<file path="src/rtl/rstseq_pkg.sv">
package rstseq_pkg;

    typedef enum logic [2:0] {
        ST_POR  = 3'd0,
        ST_HARD = 3'd1,
        ST_SOFT = 3'd2,
        ST_REL  = 3'd3,
        ST_RUN  = 3'd4
    } seq_state_t;

    typedef struct packed {
        logic xhard;
        logic wdog;
        logic link;
        logic swhard;
        logic xsoft;
        logic tap;
        logic swsoft;
    } rst_req_t;

    localparam int REG_W     = 8;
    localparam int CTRL_W    = 3;
    localparam int CB_SWHARD = 0;
    localparam int CB_SWSOFT = 1;
    localparam int CB_WDEN   = 2;

    localparam int SB_POR    = 0;
    localparam int SB_XHARD  = 1;
    localparam int SB_XSOFT  = 2;
    localparam int SB_WDOG   = 3;
    localparam int SB_LINK   = 4;
    localparam int SB_TAP    = 5;
    localparam int SB_SWHARD = 6;
    localparam int SB_SWSOFT = 7;

endpackage

</file>
<file path="src/rtl/rstseq_sync.sv">
module rstseq_sync #(
    parameter int               WIDTH   = 1,
    parameter int               STAGES  = 2,
    parameter logic [WIDTH-1:0] RST_VAL = '0
) (
    input  logic             clk_i,
    input  logic             arst_n_i,
    input  logic [WIDTH-1:0] d_i,
    output logic [WIDTH-1:0] q_o
);

    logic [WIDTH-1:0] stg_q [STAGES];

    for (genvar s = 0; s < STAGES; s++) begin : g_stage
        if (s == 0) begin : g_first
            always_ff @(posedge clk_i or negedge arst_n_i) begin
                if (!arst_n_i) stg_q[s] <= RST_VAL;
                else           stg_q[s] <= d_i;
            end
        end else begin : g_next
            always_ff @(posedge clk_i or negedge arst_n_i) begin
                if (!arst_n_i) stg_q[s] <= RST_VAL;
                else           stg_q[s] <= stg_q[s-1];
            end
        end
    end

    assign q_o = stg_q[STAGES-1];

endmodule

</file>
<file path="src/rtl/rstseq_regs.sv">
module rstseq_regs
    import rstseq_pkg::*;
(
    input  logic              clk_i,
    input  logic              rst_n_i,
    input  logic              wr_i,
    input  logic              addr_i,
    input  logic [REG_W-1:0]  wdata_i,
    input  rst_req_t          req_i,
    input  logic              start_hard_i,
    input  logic              start_soft_i,
    output logic [CTRL_W-1:0] ctrl_o,
    output logic [REG_W-1:0]  rdata_o
);

    logic [CTRL_W-1:0] ctrl_q;
    logic [REG_W-1:0]  stat_q;
    logic [REG_W-1:0]  set_mask;
    logic [REG_W-1:0]  stat_d;

    always_comb begin
        set_mask = '0;
        if (start_hard_i) begin
            set_mask[SB_XHARD]  = req_i.xhard;
            set_mask[SB_WDOG]   = req_i.wdog;
            set_mask[SB_LINK]   = req_i.link;
            set_mask[SB_SWHARD] = req_i.swhard;
        end else if (start_soft_i) begin
            set_mask[SB_XSOFT]  = req_i.xsoft;
            set_mask[SB_TAP]    = req_i.tap;
            set_mask[SB_SWSOFT] = req_i.swsoft;
        end
    end

    always_comb begin
        stat_d = stat_q;
        if (wr_i && addr_i) stat_d = stat_d & ~wdata_i;
        stat_d = stat_d | set_mask;
    end

    always_ff @(posedge clk_i or negedge rst_n_i) begin
        if (!rst_n_i) begin
            stat_q <= REG_W'(1) << SB_POR;
        end else begin
            stat_q <= stat_d;
        end
    end

    always_ff @(posedge clk_i or negedge rst_n_i) begin
        if (!rst_n_i) begin
            ctrl_q <= '0;
        end else if (wr_i && !addr_i) begin
            ctrl_q <= wdata_i[CTRL_W-1:0];
        end else begin
            if (start_hard_i) begin
                ctrl_q[CB_SWHARD] <= 1'b0;
                ctrl_q[CB_SWSOFT] <= 1'b0;
            end
            if (start_soft_i) ctrl_q[CB_SWSOFT] <= 1'b0;
        end
    end

    assign ctrl_o  = ctrl_q;
    assign rdata_o = addr_i ? stat_q : {{(REG_W-CTRL_W){1'b0}}, ctrl_q};

endmodule

</file>
<file path="src/rtl/rstseq_fsm.sv">
module rstseq_fsm
    import rstseq_pkg::*;
#(
    parameter int POR_CYC  = 32,
    parameter int HARD_CYC = 64,
    parameter int SOFT_CYC = 16
) (
    input  logic       clk_i,
    input  logic       rst_n_i,
    input  rst_req_t   req_i,
    input  logic       pins_free_i,
    output seq_state_t state_o,
    output logic       start_hard_o,
    output logic       start_soft_o,
    output logic       hard_drv_o,
    output logic       soft_drv_o,
    output logic       core_rst_n_o,
    output logic       cfg_sample_o,
    output logic       cfg_load_o
);

    localparam int MAX_HS  = (HARD_CYC > SOFT_CYC) ? HARD_CYC : SOFT_CYC;
    localparam int MAX_CYC = (POR_CYC > MAX_HS) ? POR_CYC : MAX_HS;
    localparam int CNT_W   = (MAX_CYC > 1) ? $clog2(MAX_CYC) : 1;

    seq_state_t       state_q, state_d;
    logic [CNT_W-1:0] cnt_q;
    logic             hard_any, soft_any, cnt_zero;

    assign hard_any = req_i.xhard | req_i.wdog | req_i.link | req_i.swhard;
    assign soft_any = req_i.xsoft | req_i.tap  | req_i.swsoft;
    assign cnt_zero = (cnt_q == '0);

    // next state
    always_comb begin
        state_d      = state_q;
        start_hard_o = 1'b0;
        start_soft_o = 1'b0;
        unique case (state_q)
            ST_RUN: begin
                if (hard_any) begin
                    state_d      = ST_HARD;
                    start_hard_o = 1'b1;
                end else if (soft_any) begin
                    state_d      = ST_SOFT;
                    start_soft_o = 1'b1;
                end
            end
            ST_SOFT: begin
                if (hard_any) begin
                    state_d      = ST_HARD;
                    start_hard_o = 1'b1;
                end else if (cnt_zero) begin
                    state_d = ST_REL;
                end
            end
            ST_POR, ST_HARD: begin
                if (cnt_zero) state_d = ST_REL;
            end
            ST_REL: begin
                if (pins_free_i) state_d = ST_RUN;
            end
            default: state_d = ST_POR;
        endcase
    end

    // state register
    always_ff @(posedge clk_i or negedge rst_n_i) begin
        if (!rst_n_i) state_q <= ST_POR;
        else          state_q <= state_d;
    end

    always_ff @(posedge clk_i or negedge rst_n_i) begin
        if (!rst_n_i)          cnt_q <= CNT_W'(POR_CYC - 1);
        else if (start_hard_o) cnt_q <= CNT_W'(HARD_CYC - 1);
        else if (start_soft_o) cnt_q <= CNT_W'(SOFT_CYC - 1);
        else if (!cnt_zero)    cnt_q <= cnt_q - 1'b1;
    end

    // outputs
    always_comb begin
        hard_drv_o   = 1'b0;
        soft_drv_o   = 1'b0;
        core_rst_n_o = 1'b0;
        cfg_sample_o = 1'b0;
        cfg_load_o   = 1'b0;
        unique case (state_q)
            ST_POR: begin
                hard_drv_o   = 1'b1;
                soft_drv_o   = 1'b1;
                cfg_sample_o = cnt_zero;
                cfg_load_o   = cnt_zero;
            end
            ST_HARD: begin
                hard_drv_o   = 1'b1;
                soft_drv_o   = 1'b1;
                cfg_sample_o = cnt_zero;
            end
            ST_SOFT: soft_drv_o   = 1'b1;
            ST_REL:  core_rst_n_o = 1'b0;
            ST_RUN:  core_rst_n_o = 1'b1;
            default: core_rst_n_o = 1'b0;
        endcase
    end

    assign state_o = state_q;

endmodule

</file>
<file path="src/rtl/reset_sequencer.sv">
module reset_sequencer
    import rstseq_pkg::*;
#(
    parameter int POR_CYC     = 32,
    parameter int HARD_CYC    = 64,
    parameter int SOFT_CYC    = 16,
    parameter int SYNC_STAGES = 2
) (
    input  logic             clk_i,
    input  logic             por_n_i,
    input  logic             hard_pin_i,
    input  logic             soft_pin_i,
    input  logic             wdog_zero_i,
    input  logic             link_hard_i,
    input  logic             tap_host_i,
    input  logic             reg_wr_i,
    input  logic             reg_addr_i,
    input  logic [REG_W-1:0] reg_wdata_i,
    output logic [REG_W-1:0] reg_rdata_o,
    output logic             hard_pin_drive_o,
    output logic             soft_pin_drive_o,
    output logic             core_rst_n_o,
    output logic             cfg_sample_o,
    output logic             cfg_load_o
);

    logic              rst_n_q;
    logic [1:0]        pins_q;
    logic [CTRL_W-1:0] ctrl;
    rst_req_t          req;
    seq_state_t        state_q;
    logic              start_hard, start_soft;

    rstseq_sync #(.WIDTH(1), .STAGES(SYNC_STAGES), .RST_VAL(1'b0)) u_por_sync (
        .clk_i   (clk_i),
        .arst_n_i(por_n_i),
        .d_i     (1'b1),
        .q_o     (rst_n_q)
    );

    rstseq_sync #(.WIDTH(2), .STAGES(SYNC_STAGES), .RST_VAL(2'b11)) u_pin_sync (
        .clk_i   (clk_i),
        .arst_n_i(rst_n_q),
        .d_i     ({hard_pin_i, soft_pin_i}),
        .q_o     (pins_q)
    );

    always_comb begin
        req.xhard  = !pins_q[1];
        req.wdog   = wdog_zero_i & ctrl[CB_WDEN];
        req.link   = link_hard_i;
        req.swhard = ctrl[CB_SWHARD];
        req.xsoft  = !pins_q[0];
        req.tap    = tap_host_i;
        req.swsoft = ctrl[CB_SWSOFT];
    end

    rstseq_fsm #(.POR_CYC(POR_CYC), .HARD_CYC(HARD_CYC), .SOFT_CYC(SOFT_CYC)) u_fsm (
        .clk_i       (clk_i),
        .rst_n_i     (rst_n_q),
        .req_i       (req),
        .pins_free_i (&pins_q),
        .state_o     (state_q),
        .start_hard_o(start_hard),
        .start_soft_o(start_soft),
        .hard_drv_o  (hard_pin_drive_o),
        .soft_drv_o  (soft_pin_drive_o),
        .core_rst_n_o(core_rst_n_o),
        .cfg_sample_o(cfg_sample_o),
        .cfg_load_o  (cfg_load_o)
    );

    rstseq_regs u_regs (
        .clk_i       (clk_i),
        .rst_n_i     (rst_n_q),
        .wr_i        (reg_wr_i),
        .addr_i      (reg_addr_i),
        .wdata_i     (reg_wdata_i),
        .req_i       (req),
        .start_hard_i(start_hard),
        .start_soft_i(start_soft),
        .ctrl_o      (ctrl),
        .rdata_o     (reg_rdata_o)
    );

endmodule

</file>
<file path="config.mk">
export PLATFORM = sky130hd
export DESIGN_NAME = reset_sequencer
export DESIGN_NICKNAME = d
export VERILOG_FILES = /design/src/rtl/rstseq_pkg.sv /design/src/rtl/rstseq_sync.sv /design/src/rtl/rstseq_regs.sv /design/src/rtl/rstseq_fsm.sv /design/src/rtl/reset_sequencer.sv
export SDC_FILE = /design/constraint.sdc
export NUM_CORES = 1
export LEC_CHECK = 0
export BUFFER_PORTS_ARGS = -buffer_cell sky130_fd_sc_hd__buf_2
export CAP_MARGIN = 10
export CORE_ASPECT_RATIO = 1.1
export CORE_MARGIN = 2
export CORE_UTILIZATION = 40
export DETAILED_ROUTE_END_ITERATION = 10
export PLACE_DENSITY = 0.73
export REMOVE_ABC_BUFFERS = 1
export SLEW_MARGIN = 20
export SYNTH_ARGS = -nofsm -noshare
export SYNTH_HDL_FRONTEND = slang
export SYNTH_SLANG_ARGS = --single-unit
</file>
<file path="constraint.sdc">
create_clock -name clk_i -period 4.35 [get_ports clk_i]
set_input_delay 0.6525 -clock clk_i [delete_from_list [all_inputs] [get_ports clk_i]]
set_output_delay 0.6525 -clock clk_i [all_outputs]
set_load 0.05 [all_outputs]
</file>
==> results by group, run 1 <==
Clock tree
  – Htree depth: 1
  – Worst-Skew Late Latency: 0.32 ns
  – TritonCTS Buffers: 3
  – Clock-pin transition on the worst setup and hold timing paths: 0.13 ns
  – # clock sinks: 26
  – Clock root buffer: clkbuf_4
  – Longest Clk Path Bufs: 2
  – TritonCTS clock tree: done
  – Number of hold buffers added after CTS: 0
  – CTS resizes: 0
  – Setup bufs post-CTS: 0

Layout
  – Area occupied by multi-input gates: 574.3 um^2
  – Utilization after layout: 48.85%
  – Nets: 172
  – Diode count: 0
  – Register area: 663.1 um^2
  – Area delta synth->final: 16.21%
  – Layout cells sized above 1: 33.99%
  – Fillers: 291

Critical path
  – Critical path startpoint category: register
  – Worst Setup SP: u_fsm.cnt_q[0]
  – Setup CP Type: reg2out
  – Critical Path RT: 3.70 ns
  – Critical R2R Launch: u_fsm.state_o[2]
  – Critical path peak fanout: 6
  – Critical path arrival: 2.31 ns
  – Setup crit end kind: output pin

Run status
  – Status: complete, no violations

Floorplan
  – Die Y: 63.36 um
  – Starting density of the core: 42.04%
  – Die ar.: 0.003672 mm^2
  – Die width: 57.96 um
  – Row count: 21
  – I/O pin total: 30
  – Core area: 0.003048 mm^2

Power
  – Pwr dens: 308.7 mW/mm^2
  – Design Power: 0.0004597 W
  – Worst IR Drop VDD: 0.2347 mV
  – Leakage: 0.6750 nW

Logic synthesis
  – Avg Inst Size Synth: 10.09 um^2
  – Dominant cells by area after synthesis: dfrtp_1 31%, dfstp_2 21%, nand2_1 5.0%, mux2_2 4.4%, a22o_1 3.4%
  – Ys async rst share: 100.0%
  – Netlist cell types: 39
  – Cells after Synth: 127
  – Post-synth EDFFs: 0
  – Most frequent cell after synthesis: nand2_1
  – YS warnings: 0
  – Synth top area share: 31.25%
  – Register area share after synthesis: 51.76%
  – Mapped Area: 0.001281 mm^2
  – Synth Register Bits: 26
  – Synth top cells by count: 17 x nand2_1, 16 x dfrtp_1, 10 x dfstp_2, 7 x and2_1, 7 x nor2_1
  – Ys flop type: dfrtp_1
  – Area leader, netlist: dfrtp_1

STA
  – Clock skew: 0.003836 ns
  – Fin. Hold Viols: 0
  – Slew Viols, Final: 0
  – RSZ-0062 raised after global routing: no
  – Final setup fails: 0
  – Final worst slack: 1.387 ns
  – Slew @ Worst Pin: 0.8984 ns
  – Min Tclk post-route: 2.963 ns
  – Slew margin rel.: 40.10%
  – Setup Total Neg Slack: 0 ns
  – Fmax: 337.5 MHz
  – Hold Slack: 0.08914 ns
  – Tcrit/Tclk final: 68.10%

Place
  – Post-DP HPWL: 1898 um
  – Gpl congestion: 0.7992
  – Port Buffers: 29
  – Pre-CTS WS: 1.745 ns

Route
  – Antenna viol nets, final: 0
  – Drt drc: 0
  – Drt total wl: 2462 um
  – Via-to-Cell Ratio: 5.337
  – DRT Pass-1 Iters: 4
  – Detailed router's first-iteration violation count: 9
  – DR vias: 998
  – Routed len/inst: 13.17 um

GRT
  – Global-route wire length before repair: 4188 um
  – Initial antenna violation count: 0
  – Vias in the first global route: 982
  – GRT Residual Overflow: 0
  – GR Util All Layers: 14.72%
  – Pin count of the biggest net entering global routing: 25

Job
  – Max-cap violations: 0

Min path
  – Min-delay worst type: in2async
## state kept, by name, indices dropped and copies added, names as in the netlist
signal	count
u_regs.stat_q	8
u_fsm.cnt_q	6
u_fsm.state_o	3
u_regs.ctrl_o	3
u_pin_sync.q_o	2
u_pin_sync.stg_q	2
u_por_sync.q_o	1
u_por_sync.stg_q	1
## report_power, final
group | total, W | switching [W] | internal [W]
clock network | 0.000163 | 0.0000699 | 0.0000932
logic | 0.0000372 | 0.0000222 | 0.0000150
registers | 0.000259 | 0.00000937 | 0.000250
total | 0.000460 | 0.000101 | 0.000358
## cell type report
type,instances,share of cell area (%)
multi-input cells,91,38.57
inverters,3,0.7563
flip-flops and latches,26,44.54
repair buffers,29,9.748
well taps,34,2.857
clock inverters,1,2.017
clock buffers,3,1.513
## metal layers
layer	global-route usage, %	vias up	part of all wire, %
met5	0	-	0
li1	-	488	-
met1	17.42	488	44
met4	6.395	0	1.9
met2	25.28	16	51
met3	3.080	6	3.4
## worst paths after layout
check	slack, ns	depth (start not counted)	endpoint
max	1.39	6	cfg_load_o
min	0.09	1	u_por_sync.q_o
max reg2reg	2.43	4	u_regs.ctrl_o[1]
min reg2reg	0.37	0	u_pin_sync.q_o[1]
max in group asynchronous	3.42	0	u_fsm.cnt_q[5]
min in group clk_i	0.37	0	u_pin_sync.q_o[1]
## per-stage QoR
stage / cell area [um^2] / instances
after CTS: 1489 / 187
after detailed placement: 1436 / 183
final: 1489 / 187
after floorplan: 1249 / 120
after global placement: 1436 / 183
after global routing: 1489 / 187
## worst max-delay path, stage by stage (launching register included)
cell and delay (ns):
dfstp_2 0.39, inv_1 0.08, ha_1 0.21, or3b_1 0.41, or3_1 0.42, nor4_1 0.19
buf_2 0.30
## logic make-up (layout without fill, tap and decap cells)
kind of cell               after synthesis  in the layout  share of synthesized area (%)
muxes                                    7              7                          6.933
other                                    1              1                         0.2927
adders and majority gates                1              1                         0.9764
DFF                                     26             26                          51.76
xor gates and xnor gates                 1              1                         0.6837
AOI/OAI and AO/OA                       26             26                          13.87
buffers and inverters                   10             36                          3.418
and+or+nand+nor                         55             55                          22.07
## cell usage in the layout, fill, tap and decap left out, types with 2 or more instances in the layout
cell type	n
or3_1	2
nor2b_1	5
nand3_1	2
buf_2	29
nor3_1	4
o22ai_1	3
nand2b_1	4
dfrtp_1	16
mux2_2	5
a211oi_1	2
clkbuf_4	3
a22o_1	5
o211ai_1	2
o21ai_0	4
nand2_1	17
dfstp_2	10
inv_1	3
and2_1	7
a21oi_1	4
nor2_1	7
No activity file was read; power rests on OpenSTA's default activity.
==> inputs of run 2 (changes only) <==
==> constraint.sdc (replaced) <==
create_clock -name clk_i -period 3 [get_ports clk_i]
set_input_delay 0.45 -clock clk_i [delete_from_list [all_inputs] [get_ports clk_i]]
set_output_delay 0.45 -clock clk_i [all_outputs]
set_load 0.05 [all_outputs]
==> run 2 against run 1 <==
  * Routed wire length is 2.5% higher
  * Clock power grew 45%
  * Sequential share of layout area down 0.30 points
  * Die area unchanged
  * Worst hold slack gained 0.12 ns
  * Power grew 45%
  * Flip-flop and latch count is the same
  * Sequential power rose by 46%
  * Cell area increased by 0.67%
  * Clock-buffer cell count is the same
  * Largest cell class unchanged
  * First-iteration DRC count is 22% lower
==> results by group, run 2 (synthesis results as in run 1) <==
Layout
  – Most frequent cells in the layout: 29 x buf_2, 17 x nand2_1, 16 x dfrtp_1
  – Non-filler cells, final: 188 (+0.53%)
  – Diode count: 0 (unchanged)
  – Area delta synth->final: 16.99%
  – Fillers: 282 (-3.1%)
  – Reg with most FFs: u_regs.stat_q
  – Nets: 173 (+0.58%)
  – Commonest non-fill, non-tap cell in the layout: buf_2
  – Max FFs per register: 8 (unchanged)
  – Biggest regs: u_regs.stat_q: 8 flops, u_fsm.cnt_q: 6 flops
  – Area occupied by multi-input gates: 574.3 um^2 (unchanged)
  – Post-route cell area: 0.001499 mm^2 (+0.67%)
  – Layout cells sized above 1: 33.77% (-0.22 points)
  – Register area: 663.1 um^2 (unchanged)
  – Utilization after layout: 49.18% (+0.33 points)

GRT
  – Initial antenna violation count: 0 (unchanged)
  – Met3 usage: 2.875% (-0.21 points)
  – Global-route wire length before repair: 4367 um (+4.3%)
  – Met2 usage: 25.71% (+0.43 points)
  – GR Util All Layers: 15.12% (+0.40 points)
  – Pin count of the biggest net entering global routing: 25 (unchanged)
  – GRT Residual Overflow: 0 (unchanged)
  – Met1 GRT Util: 18.39% (+0.97 points)
  – Vias in the first global route: 996 (+1.4%)
  – Layer with the highest usage: met2

STA
  – Final setup fails: 0 (unchanged)
  – Min Tclk post-route: 2.732 ns
  – Slew Viols, Final: 0 (unchanged)
  – Fmax: 366.0 MHz
  – Fin. Hold Viols: 0 (unchanged)
  – Slew @ Worst Pin: 0.9291 ns (+0.03069 ns)
  – Hold Slack: 0.2135 ns (+0.1244 ns)
  – Setup Total Neg Slack: 0 ns (unchanged)
  – Slew margin rel.: 38.06% (-2.0 points)
  – Clock skew: 0.002640 ns (-0.001195 ns)
  – Tcrit/Tclk final: 91.08%
  – RSZ-0062 raised after global routing: no

Floorplan
  – Die Y: 63.36 um (unchanged)
  – Core area: 0.003048 mm^2 (unchanged)
  – I/O pin total: 30 (unchanged)
  – Die ar.: 0.003672 mm^2 (unchanged)
  – Row count: 21 (unchanged)
  – Starting density of the core: 42.04% (unchanged)
  – Die width: 57.96 um (unchanged)

Critical path
  – Max incr delay on CP: 0.42 ns (about the same)
  – Setup CP Type: reg2out
  – Critical path peak fanout: 6 (unchanged)
  – CP Cell Sequence: inv_1 -> ha_1 -> or3b_1 -> or3_1 -> nor4_1 -> buf_2
  – Critical path startpoint category: register
  – Critical R2R Launch: u_fsm.cnt_q[0]
  – Setup crit end kind: output pin
  – Largest delay share family, worst path: simple AND/OR/NAND/NOR gates
  – Worst Setup SP: u_fsm.cnt_q[0]
  – WP buf/inv: 2 (unchanged)
  – R2r setup slk: 1.05 ns (-1.38 ns)
  – Critical path arrival: 2.28 ns (-0.03 ns)
  – Critical Path RT: 2.55 ns (-1.15 ns)
  – Slowest cell on the critical path: or3_1

Clock tree
  – Htree depth: 1 (unchanged)
  – Worst-Skew Late Latency: 0.31 ns (about the same)
  – Clock root buffer: clkbuf_4
  – TritonCTS Buffers: 3 (unchanged)
  – # clock sinks: 26 (unchanged)
  – Longest Clk Path Bufs: 2 (unchanged)
  – TritonCTS clock tree: done
  – Clock-pin transition on the worst setup and hold timing paths: 0.14 ns (about the same)

Job
  – Max-cap violations: 0 (unchanged)

Route
  – Via-to-Cell Ratio: 5.383 (+0.86%)
  – DR vias: 1012 (+1.4%)
  – Detailed router's first-iteration violation count: 7 (-2)
  – DRT Pass-1 Iters: 4 (unchanged)
  – Drt total wl: 2523 um (+2.5%)
  – Antenna viol nets, final: 0 (unchanged)
  – Routed len/inst: 13.42 um (+1.9%)
  – Drt drc: 0 (unchanged)

Min path
  – Min-delay worst type: in2reg
  – Hold path start: hard_pin_i

Power
  – Pwr dens: 445.4 mW/mm^2 (+44%)
  – Worst IR Drop VDD: 0.3536 mV (+51%)
  – Leakage: 0.6792 nW (+0.62%)

Run status
  – Status: complete, no violations

Place
  – Post-DP HPWL: 1922 um (+1.3%)
  – Gpl congestion: 0.8000 (+0.10%)
  – Placement Cell Area: 0.001436 mm^2 (unchanged)
  – Port Buffers: 29 (unchanged)
  – Placed Instances: 183 (unchanged)
[run 2: cell count changes in the layout (fill, tap and decap cells not counted)]
cell           before  now
dlygate4sd3_1       0    1
[run 2: what timing repair did]
item | CTS | global route
endpoints found under the setup margin | 0 | 0
hold buffers | 1 | 0
buffers inserted | 0 | 0
resized for setup | 0 | 0
endpoints found under the hold margin | 2 | 0
[run 2: per-stage QoR]
step / total power, W / setup slack [ns]
2_1_floorplan: 0.0004124 / -0.2791
3_3_place_gp: 0.0004347 / 0.6909
3_5_place_dp: 0.0004372 / 0.6286
4_1_cts: 0.0006752 / 0.2480
5_1_grt: 0.0007003 / 0.03263
6_report: 0.0006677 / 0.2677
[run 2: final cells by class]
cell class,count,area share [%]
flip-flops and latches,26,44.24
well taps,34,2.838
clock buffers,3,1.503
multi-input cells,91,38.31
repair buffers,30,10.35
clock inverters,1,2.003
inverters,3,0.7513
[run 2: final timing paths]
kind                                            end  cells after the start
worst max-delay path                     cfg_load_o                      6
worst min-delay path            u_pin_sync.stg_q[3]                      1
worst max register to register     u_fsm.state_o[1]                      6
worst min register to register    u_pin_sync.q_o[1]                      0
max in group asynchronous          u_regs.ctrl_o[2]                      0
min in group asynchronous          u_fsm.state_o[1]                      0
[run 2: layer usage]
layer	vias up	part of all wire [%]	wire, um
li1	495	-	-
met3	4	3.3	84
met1	497	44	1101
met4	0	1.3	32
met2	16	52	1305
met5	-	0	0
[run 2: power breakdown]
group           total, W  switching (W)  internal (W)
registers       0.000377      0.0000144      0.000363
clock network   0.000236       0.000101      0.000135
logic          0.0000545      0.0000319     0.0000225
